## config.mk

```make
export PLATFORM = sky130hd
export DESIGN_NAME = bank_map_top
export DESIGN_NICKNAME = d
export VERILOG_FILES = /design/src/rtl/bankmap_pkg.sv /design/src/rtl/bank_ctl_reg.sv /design/src/rtl/bank_lo_decode.sv /design/src/rtl/bank_hi_decode.sv /design/src/rtl/bank_map_top.sv
export SDC_FILE = /design/constraint.sdc
export NUM_CORES = 1
export LEC_CHECK = 0
export BUFFER_PORTS_ARGS = -buffer_cell sky130_fd_sc_hd__buf_2
export CAP_MARGIN = 20
export CORE_UTILIZATION = 39
export DETAILED_ROUTE_END_ITERATION = 6
export PLACE_DENSITY = 0.78
export REMOVE_ABC_BUFFERS = 1
export SLEW_MARGIN = 30
export SYNTH_ARGS = -nofsm -noshare
export SYNTH_HDL_FRONTEND = slang
export SYNTH_HIERARCHICAL = 1
export SYNTH_SLANG_ARGS = --single-unit
```

## constraint.sdc

```tcl
create_clock -name clk -period 2.1 [get_ports clk]
set_input_delay 0.105 -clock clk [delete_from_list [all_inputs] [get_ports clk]]
set_output_delay 0.105 -clock clk [all_outputs]
set_load 0.005 [all_outputs]
```

## src/rtl/bankmap_pkg.sv

```systemverilog
package bankmap_pkg;

  localparam int CTL_W = 8;
  localparam int N_TGT = 9;

  // control bit positions (active low unless noted)
  localparam int B_CART  = 0;
  localparam int B_LO_A  = 1;
  localparam int B_HI_A  = 2;
  localparam int B_LO_B  = 3;
  localparam int B_HI_B  = 4;
  localparam int B_CAPS  = 5;
  localparam int B_WIN_A = 6;
  localparam int B_WIN_B = 7;

  typedef enum logic [3:0] {
    T_BOOT    = 4'd0,
    T_CART_LO = 4'd1,
    T_WIN_A   = 4'd2,
    T_WIN_B   = 4'd3,
    T_BASE    = 4'd4,
    T_XLO_A   = 4'd5,
    T_XLO_B   = 4'd6,
    T_XHI_A   = 4'd7,
    T_XHI_B   = 4'd8,
    T_NONE    = 4'd9
  } tgt_e;

  typedef enum logic [1:0] {LO_BOOT, LO_CART, LO_XA, LO_XB} lo_src_e;
  typedef enum logic [1:0] {HI_BASE, HI_XA, HI_XB, HI_WIN} hi_src_e;

  // lower-half priority chain: cart > bank A > bank B > boot ROM
  function automatic lo_src_e lo_pick(input logic cart_n, input logic xa_n,
                                      input logic xb_n);
    if (!cart_n)    return LO_CART;
    else if (!xa_n) return LO_XA;
    else if (!xb_n) return LO_XB;
    return LO_BOOT;
  endfunction

  // does the cartridge window cover this quarter of the upper half
  function automatic logic win_open(input logic cart_n, input logic wa_n,
                                    input logic wb_n, input logic q_hi);
    return !cart_n && (q_hi ? !wb_n : !wa_n);
  endfunction

  // upper-half priority chain: window > bank A > bank B > base RAM
  function automatic hi_src_e hi_pick(input logic win, input logic xa_n,
                                      input logic xb_n);
    if (win)        return HI_WIN;
    else if (!xa_n) return HI_XA;
    else if (!xb_n) return HI_XB;
    return HI_BASE;
  endfunction

  function automatic logic is_ram(input tgt_e t);
    return (t == T_BASE) || (t == T_XLO_A) || (t == T_XLO_B) ||
           (t == T_XHI_A) || (t == T_XHI_B);
  endfunction

endpackage

```

## src/rtl/bank_ctl_reg.sv

```systemverilog
module bank_ctl_reg #(
  parameter int W = 8,
  parameter logic [W-1:0] RST_VAL = '1
) (
  input  logic         clk,
  input  logic         rst_n,
  input  logic         load,
  input  logic [W-1:0] d,
  output logic [W-1:0] q
);

  always_ff @(posedge clk or negedge rst_n) begin
    if (!rst_n)    q <= RST_VAL;
    else if (load) q <= d;
  end

endmodule

```

## src/rtl/bank_lo_decode.sv

```systemverilog
module bank_lo_decode
  import bankmap_pkg::*;
(
  input  logic       cart_n,
  input  logic       xa_n,
  input  logic       xb_n,
  input  logic       cart_fitted,
  input  logic [1:0] x_fitted,
  output lo_src_e    src,
  output tgt_e       tgt
);

  always_comb begin
    src = lo_pick(cart_n, xa_n, xb_n);
    unique case (src)
      LO_CART: tgt = cart_fitted ? T_CART_LO : T_NONE;
      LO_XA:   tgt = x_fitted[0] ? T_XLO_A   : T_NONE;
      LO_XB:   tgt = x_fitted[1] ? T_XLO_B   : T_NONE;
      default: tgt = T_BOOT;
    endcase
  end

endmodule

```

## src/rtl/bank_hi_decode.sv

```systemverilog
module bank_hi_decode
  import bankmap_pkg::*;
(
  input  logic       cart_n,
  input  logic       wa_n,
  input  logic       wb_n,
  input  logic       xa_n,
  input  logic       xb_n,
  input  logic       q_hi,
  input  logic       reduced,
  input  logic       cart_fitted,
  input  logic [1:0] x_fitted,
  output hi_src_e    src,
  output logic       win_hit,
  output logic       base_blank,
  output tgt_e       tgt
);

  always_comb begin
    win_hit    = win_open(cart_n, wa_n, wb_n, q_hi);
    src        = hi_pick(win_hit, xa_n, xb_n);
    base_blank = reduced && !q_hi;
    unique case (src)
      HI_WIN:  tgt = !cart_fitted ? T_NONE : (q_hi ? T_WIN_B : T_WIN_A);
      HI_XA:   tgt = x_fitted[0] ? T_XHI_A : T_NONE;
      HI_XB:   tgt = x_fitted[1] ? T_XHI_B : T_NONE;
      default: tgt = base_blank ? T_NONE : T_BASE;
    endcase
  end

endmodule

```

## src/rtl/bank_map_top.sv

```systemverilog
module bank_map_top
  import bankmap_pkg::*;
#(
  parameter int ADDR_W = 16
) (
  input  logic              clk,
  input  logic              rst_n,
  input  logic              ctl_wr_en,
  input  logic [CTL_W-1:0]  ctl_wr_data,
  input  logic [ADDR_W-1:0] cpu_addr,
  input  logic              cpu_wr,
  input  logic              reduced_ram,
  input  logic              cart_fitted,
  input  logic [3:0]        xram_fitted,
  output logic [N_TGT-1:0]  chip_sel,
  output logic [N_TGT-1:0]  wr_en,
  output logic              read_empty,
  output logic [ADDR_W-2:0] mem_offset,
  output logic              caps_led_on
);

  localparam int HALF_BIT = ADDR_W - 1;
  localparam int QTR_BIT  = ADDR_W - 2;

  logic [CTL_W-1:0] ctl_q;
  lo_src_e lo_src;
  hi_src_e hi_src;
  tgt_e    lo_tgt, hi_tgt, act_tgt;
  logic    upper_half, win_hit, base_blank, wr_allowed;

  bank_ctl_reg #(.W(CTL_W), .RST_VAL('1)) u_reg (
    .clk(clk), .rst_n(rst_n), .load(ctl_wr_en), .d(ctl_wr_data), .q(ctl_q)
  );

  bank_lo_decode u_lo (
    .cart_n(ctl_q[B_CART]), .xa_n(ctl_q[B_LO_A]), .xb_n(ctl_q[B_LO_B]),
    .cart_fitted(cart_fitted), .x_fitted(xram_fitted[1:0]),
    .src(lo_src), .tgt(lo_tgt)
  );

  bank_hi_decode u_hi (
    .cart_n(ctl_q[B_CART]), .wa_n(ctl_q[B_WIN_A]), .wb_n(ctl_q[B_WIN_B]),
    .xa_n(ctl_q[B_HI_A]), .xb_n(ctl_q[B_HI_B]), .q_hi(cpu_addr[QTR_BIT]),
    .reduced(reduced_ram), .cart_fitted(cart_fitted),
    .x_fitted(xram_fitted[3:2]), .src(hi_src), .win_hit(win_hit),
    .base_blank(base_blank), .tgt(hi_tgt)
  );

  assign upper_half  = cpu_addr[HALF_BIT];
  assign act_tgt     = upper_half ? hi_tgt : lo_tgt;
  assign wr_allowed  = cpu_wr && is_ram(act_tgt);
  assign read_empty  = (act_tgt == T_NONE);
  assign mem_offset  = cpu_addr[ADDR_W-2:0];
  assign caps_led_on = !ctl_q[B_CAPS];

  for (genvar i = 0; i < N_TGT; i++) begin : g_sel
    assign chip_sel[i] = (act_tgt == tgt_e'(i));
    assign wr_en[i]    = chip_sel[i] && wr_allowed;
  end

endmodule

```

==> impl_results.html <==
<table>
<tr><th>Metric</th><th>Value</th></tr>
<tr><th colspan="2">Place</th></tr>
<tr><td>Port buffer count</td><td>36</td></tr>
<tr><td>Inst Count DP</td><td>146</td></tr>
<tr><td>HPWL after DPL</td><td>1580 um</td></tr>
<tr><td>Total cell area at the placement stage</td><td>943 um2</td></tr>
<tr><td>Worst setup slack before clock tree synthesis</td><td>0.166 ns</td></tr>
<tr><td>Gpl congestion</td><td>0.778</td></tr>
<tr><th colspan="2">Critical path</th></tr>
<tr><td>Number of cell instances on the worst register-to-register path</td><td>2</td></tr>
<tr><td>Capturing element type of the critical path</td><td>primary output</td></tr>
<tr><td>Type of the worst setup path</td><td>reg -&gt; out</td></tr>
<tr><td>Max FO, Critical Path</td><td>4</td></tr>
<tr><td>Arrival time of data at the critical path endpoint</td><td>1.99 ns</td></tr>
<tr><td>Worst reg-to-reg setup slack</td><td>1.28 ns</td></tr>
<tr><td>Capture point of the worst reg-to-reg path</td><td>u_reg/q[6]</td></tr>
<tr><td>Reg-to-Reg Start</td><td>u_reg/q[6]</td></tr>
<tr><td>Required time reported for the critical path endpoint</td><td>2.00 ns</td></tr>
<tr><td>CP Launch Type</td><td>flip-flop</td></tr>
<tr><th colspan="2">Floorplan</th></tr>
<tr><td>Total Die Area</td><td>0.00244 mm2</td></tr>
<tr><td>Die Width</td><td>49.4 um</td></tr>
<tr><td>Initial cell density of the core</td><td>0.429</td></tr>
<tr><td>Height of the die</td><td>49.4 um</td></tr>
<tr><td>I/O pin total</td><td>69</td></tr>
<tr><td>Placeable Area</td><td>0.00204 mm2</td></tr>
<tr><td>Row count</td><td>16</td></tr>
<tr><th colspan="2">Yosys</th></tr>
<tr><td>Mapped Area</td><td>876 um2</td></tr>
<tr><td>Yosys warnings</td><td>6</td></tr>
<tr><td>Cells after synthesis</td><td>100</td></tr>
<tr><td>Syn_area_per_cell</td><td>8.76 um2</td></tr>
<tr><th colspan="2">Routing</th></tr>
<tr><td>Total via count after detailed routing</td><td>747</td></tr>
<tr><td>Initial DRC count</td><td>8</td></tr>
<tr><td>Number of nets still failing antenna checks after routing</td><td>0</td></tr>
<tr><td>Via-per-instance ratio</td><td>4.95</td></tr>
<tr><td>Number of iterations in the first detailed-routing pass</td><td>4</td></tr>
<tr><td>Average wire per cell in the routed design</td><td>12.9 um</td></tr>
<tr><td>Number of DRC violations after detailed routing</td><td>0</td></tr>
<tr><td>Drt total wl</td><td>1950 um</td></tr>
<tr><th colspan="2">Layout</th></tr>
<tr><td>Antenna Cells</td><td>0</td></tr>
<tr><td>Number of flip-flops in the largest register</td><td>8</td></tr>
<tr><td>Number of fill cells in the layout</td><td>209</td></tr>
<tr><td>Utilization after layout</td><td>0.511</td></tr>
<tr><td>Fin nets</td><td>160</td></tr>
<tr><td>Largest registers in the final layout</td><td>u_reg/q: 8 flops</td></tr>
<tr><td>Final non-filler cell area</td><td>0.00104 mm2</td></tr>
<tr><td>Share of post-route cells with drive strength above 1</td><td>0.589</td></tr>
<tr><td>Signed area change from the synthesized netlist to the final layout</td><td>19.1%</td></tr>
<tr><td>Number of standard cells in the layout, taps in and fillers out</td><td>151</td></tr>
<tr><td>Multi-input combinational cell area</td><td>542 um2</td></tr>
<tr><td>Largest Register</td><td>u_reg/q</td></tr>
<tr><td>Sequential cell area in the final layout</td><td>210 um2</td></tr>
<tr><th colspan="2">Power and ir drop</th></tr>
<tr><td>IR drop worst, VDD</td><td>0.330 mV</td></tr>
<tr><td>Leak Pwr</td><td>0.543 nW</td></tr>
<tr><td>Pwr Density</td><td>500 mW/mm2</td></tr>
<tr><td>Post-route total power</td><td>0.522 mW</td></tr>
<tr><th colspan="2">Timing</th></tr>
<tr><td>Min Clock Period, post-route</td><td>2.09 ns</td></tr>
<tr><td>Pins Over Slew Limit</td><td>0</td></tr>
<tr><td>Worst setup margin</td><td>0.00963 ns</td></tr>
<tr><td>Final Hold Violating Endpoints</td><td>0</td></tr>
<tr><td>Upper clock frequency limit</td><td>478 MHz</td></tr>
<tr><td>Count of final setup violators</td><td>0</td></tr>
<tr><td>Final period util</td><td>0.995</td></tr>
<tr><td>Worst Clk Skew</td><td>0 ns</td></tr>
<tr><td>Setup repair after global routing missed its margin</td><td>true</td></tr>
<tr><th colspan="2">Clock tree</th></tr>
<tr><td>Number of sinks driven by the clock tree</td><td>8</td></tr>
<tr><td>Deepest clock path buffer count</td><td>2</td></tr>
<tr><td>Clock Tree Root</td><td>sky130_fd_sc_hd__clkbuf_4</td></tr>
<tr><td>Clock slew seen by the registers of the worst setup and hold paths</td><td>0.05 ns</td></tr>
<tr><td>CTS tree</td><td>done</td></tr>
<tr><td>Clock network latency to the later pin of the worst-skew pair</td><td>0.24 ns</td></tr>
<tr><td>Number of buffers created by CTS</td><td>3</td></tr>
<tr><td>Number of levels in the clock H-tree</td><td>1</td></tr>
<tr><th colspan="2">Run</th></tr>
<tr><td>Max capacitance violation total</td><td>0</td></tr>
<tr><th colspan="2">Global routing</th></tr>
<tr><td>Via count of the first global-routing pass</td><td>676</td></tr>
<tr><td>Total GRT Usage</td><td>0.159</td></tr>
<tr><td>Leftover overflow at the end of global routing</td><td>0</td></tr>
<tr><td>Pin count of the biggest net entering global routing</td><td>15</td></tr>
<tr><td>Antenna violations before repair</td><td>0</td></tr>
<tr><td>First-pass GRT wire length</td><td>2970 um</td></tr>
<tr><th colspan="2">Worst hold path</th></tr>
<tr><td>Worst-case hold path end point</td><td>u_reg/q[4]</td></tr>
<tr><td>Cell count of the worst hold path</td><td>2</td></tr>
<tr><td>Hold Path Class</td><td>in -&gt; reg</td></tr>
<tr><td>Worst Hold Launch</td><td>ctl_wr_data[4]</td></tr>
<tr><th colspan="2">Outcome</th></tr>
<tr><td>Status</td><td>completed</td></tr>
</table>
## layout by cell type (no fill, tap or decap), types with 2 or more instances in the layout
cell,n
sky130_fd_sc_hd__conb_1,4
sky130_fd_sc_hd__dfstp_2,8
sky130_fd_sc_hd__a31oi_1,2
sky130_fd_sc_hd__clkbuf_4,3
sky130_fd_sc_hd__nand2b_1,2
sky130_fd_sc_hd__nor2_1,18
sky130_fd_sc_hd__nand2_1,2
sky130_fd_sc_hd__o21ai_0,2
sky130_fd_sc_hd__and3b_2,2
sky130_fd_sc_hd__nor3_1,2
sky130_fd_sc_hd__buf_4,2
sky130_fd_sc_hd__a21oi_2,3
sky130_fd_sc_hd__inv_1,8
sky130_fd_sc_hd__a21oi_1,2
sky130_fd_sc_hd__buf_2,36
sky130_fd_sc_hd__mux2_4,9
sky130_fd_sc_hd__nor3b_2,3
## worst max path at each step
stage | endpoint | cells past startpoint | from
final | wr_en[4] | 7 | u_reg/q[6]
after global routing | wr_en[4] | 7 | u_reg/q[6]
after CTS | wr_en[6] | 7 | u_reg/q[6]
after detailed placement | wr_en[6] | 7 | u_reg/q[6]
after global placement | wr_en[4] | 7 | u_reg/q[6]
after floorplan | wr_en[4] | 6 | u_reg/q[6]
## cell type report
class | instances | share of cell area
multi-input cells | 66 | 0.519
repair buffers | 39 | 0.197
inverters | 8 | 0.0288
well taps | 27 | 0.0324
flip-flops and latches | 8 | 0.201
clock buffers | 3 | 0.0216
## per-layer routing
layer  GRT usage  vias to the layer above  wire [um]
li1            -                      366          -
met1       0.167                      327        754
met2       0.276                       52        974
met3      0.0623                        2        205
met4      0.0714                        0         17
met5           0                        -          0
## what timing repair did
action / in CTS / in global routing
endpoints found under the setup margin: 8 / 15
pin swaps: 2 / 6
hold buffers: 1 / 0
setup buffers: 0 / 1
gates resized for setup: 4 / 8
hold endpoints to repair: 8 / 0
## through the flow
step	hold slack (ns)	TNS (ns)
2_1_floorplan	-0.0428	0
3_3_place_gp	0.154	0
3_5_place_dp	0.164	0
4_1_cts	0.0797	0
5_1_grt	0.0825	-0.336
6_report	0.0878	0
## critical path, cell delays in order (launching register included)
cell	delay, ns
sky130_fd_sc_hd__dfstp_2	0.37
sky130_fd_sc_hd__nor2b_4	0.12
sky130_fd_sc_hd__a211o_4	0.33
sky130_fd_sc_hd__mux2_4	0.31
sky130_fd_sc_hd__and3b_2	0.28
sky130_fd_sc_hd__o21ai_4	0.07
sky130_fd_sc_hd__nor2_1	0.12
sky130_fd_sc_hd__buf_2	0.13
## where the power goes
part | switching (mW) | total, mW | internal, mW
clock network | 0.0448 | 0.110 | 0.0649
logic | 0.100 | 0.211 | 0.111
registers | 0.0186 | 0.201 | 0.183
Power figures use the tool's default switching activity.
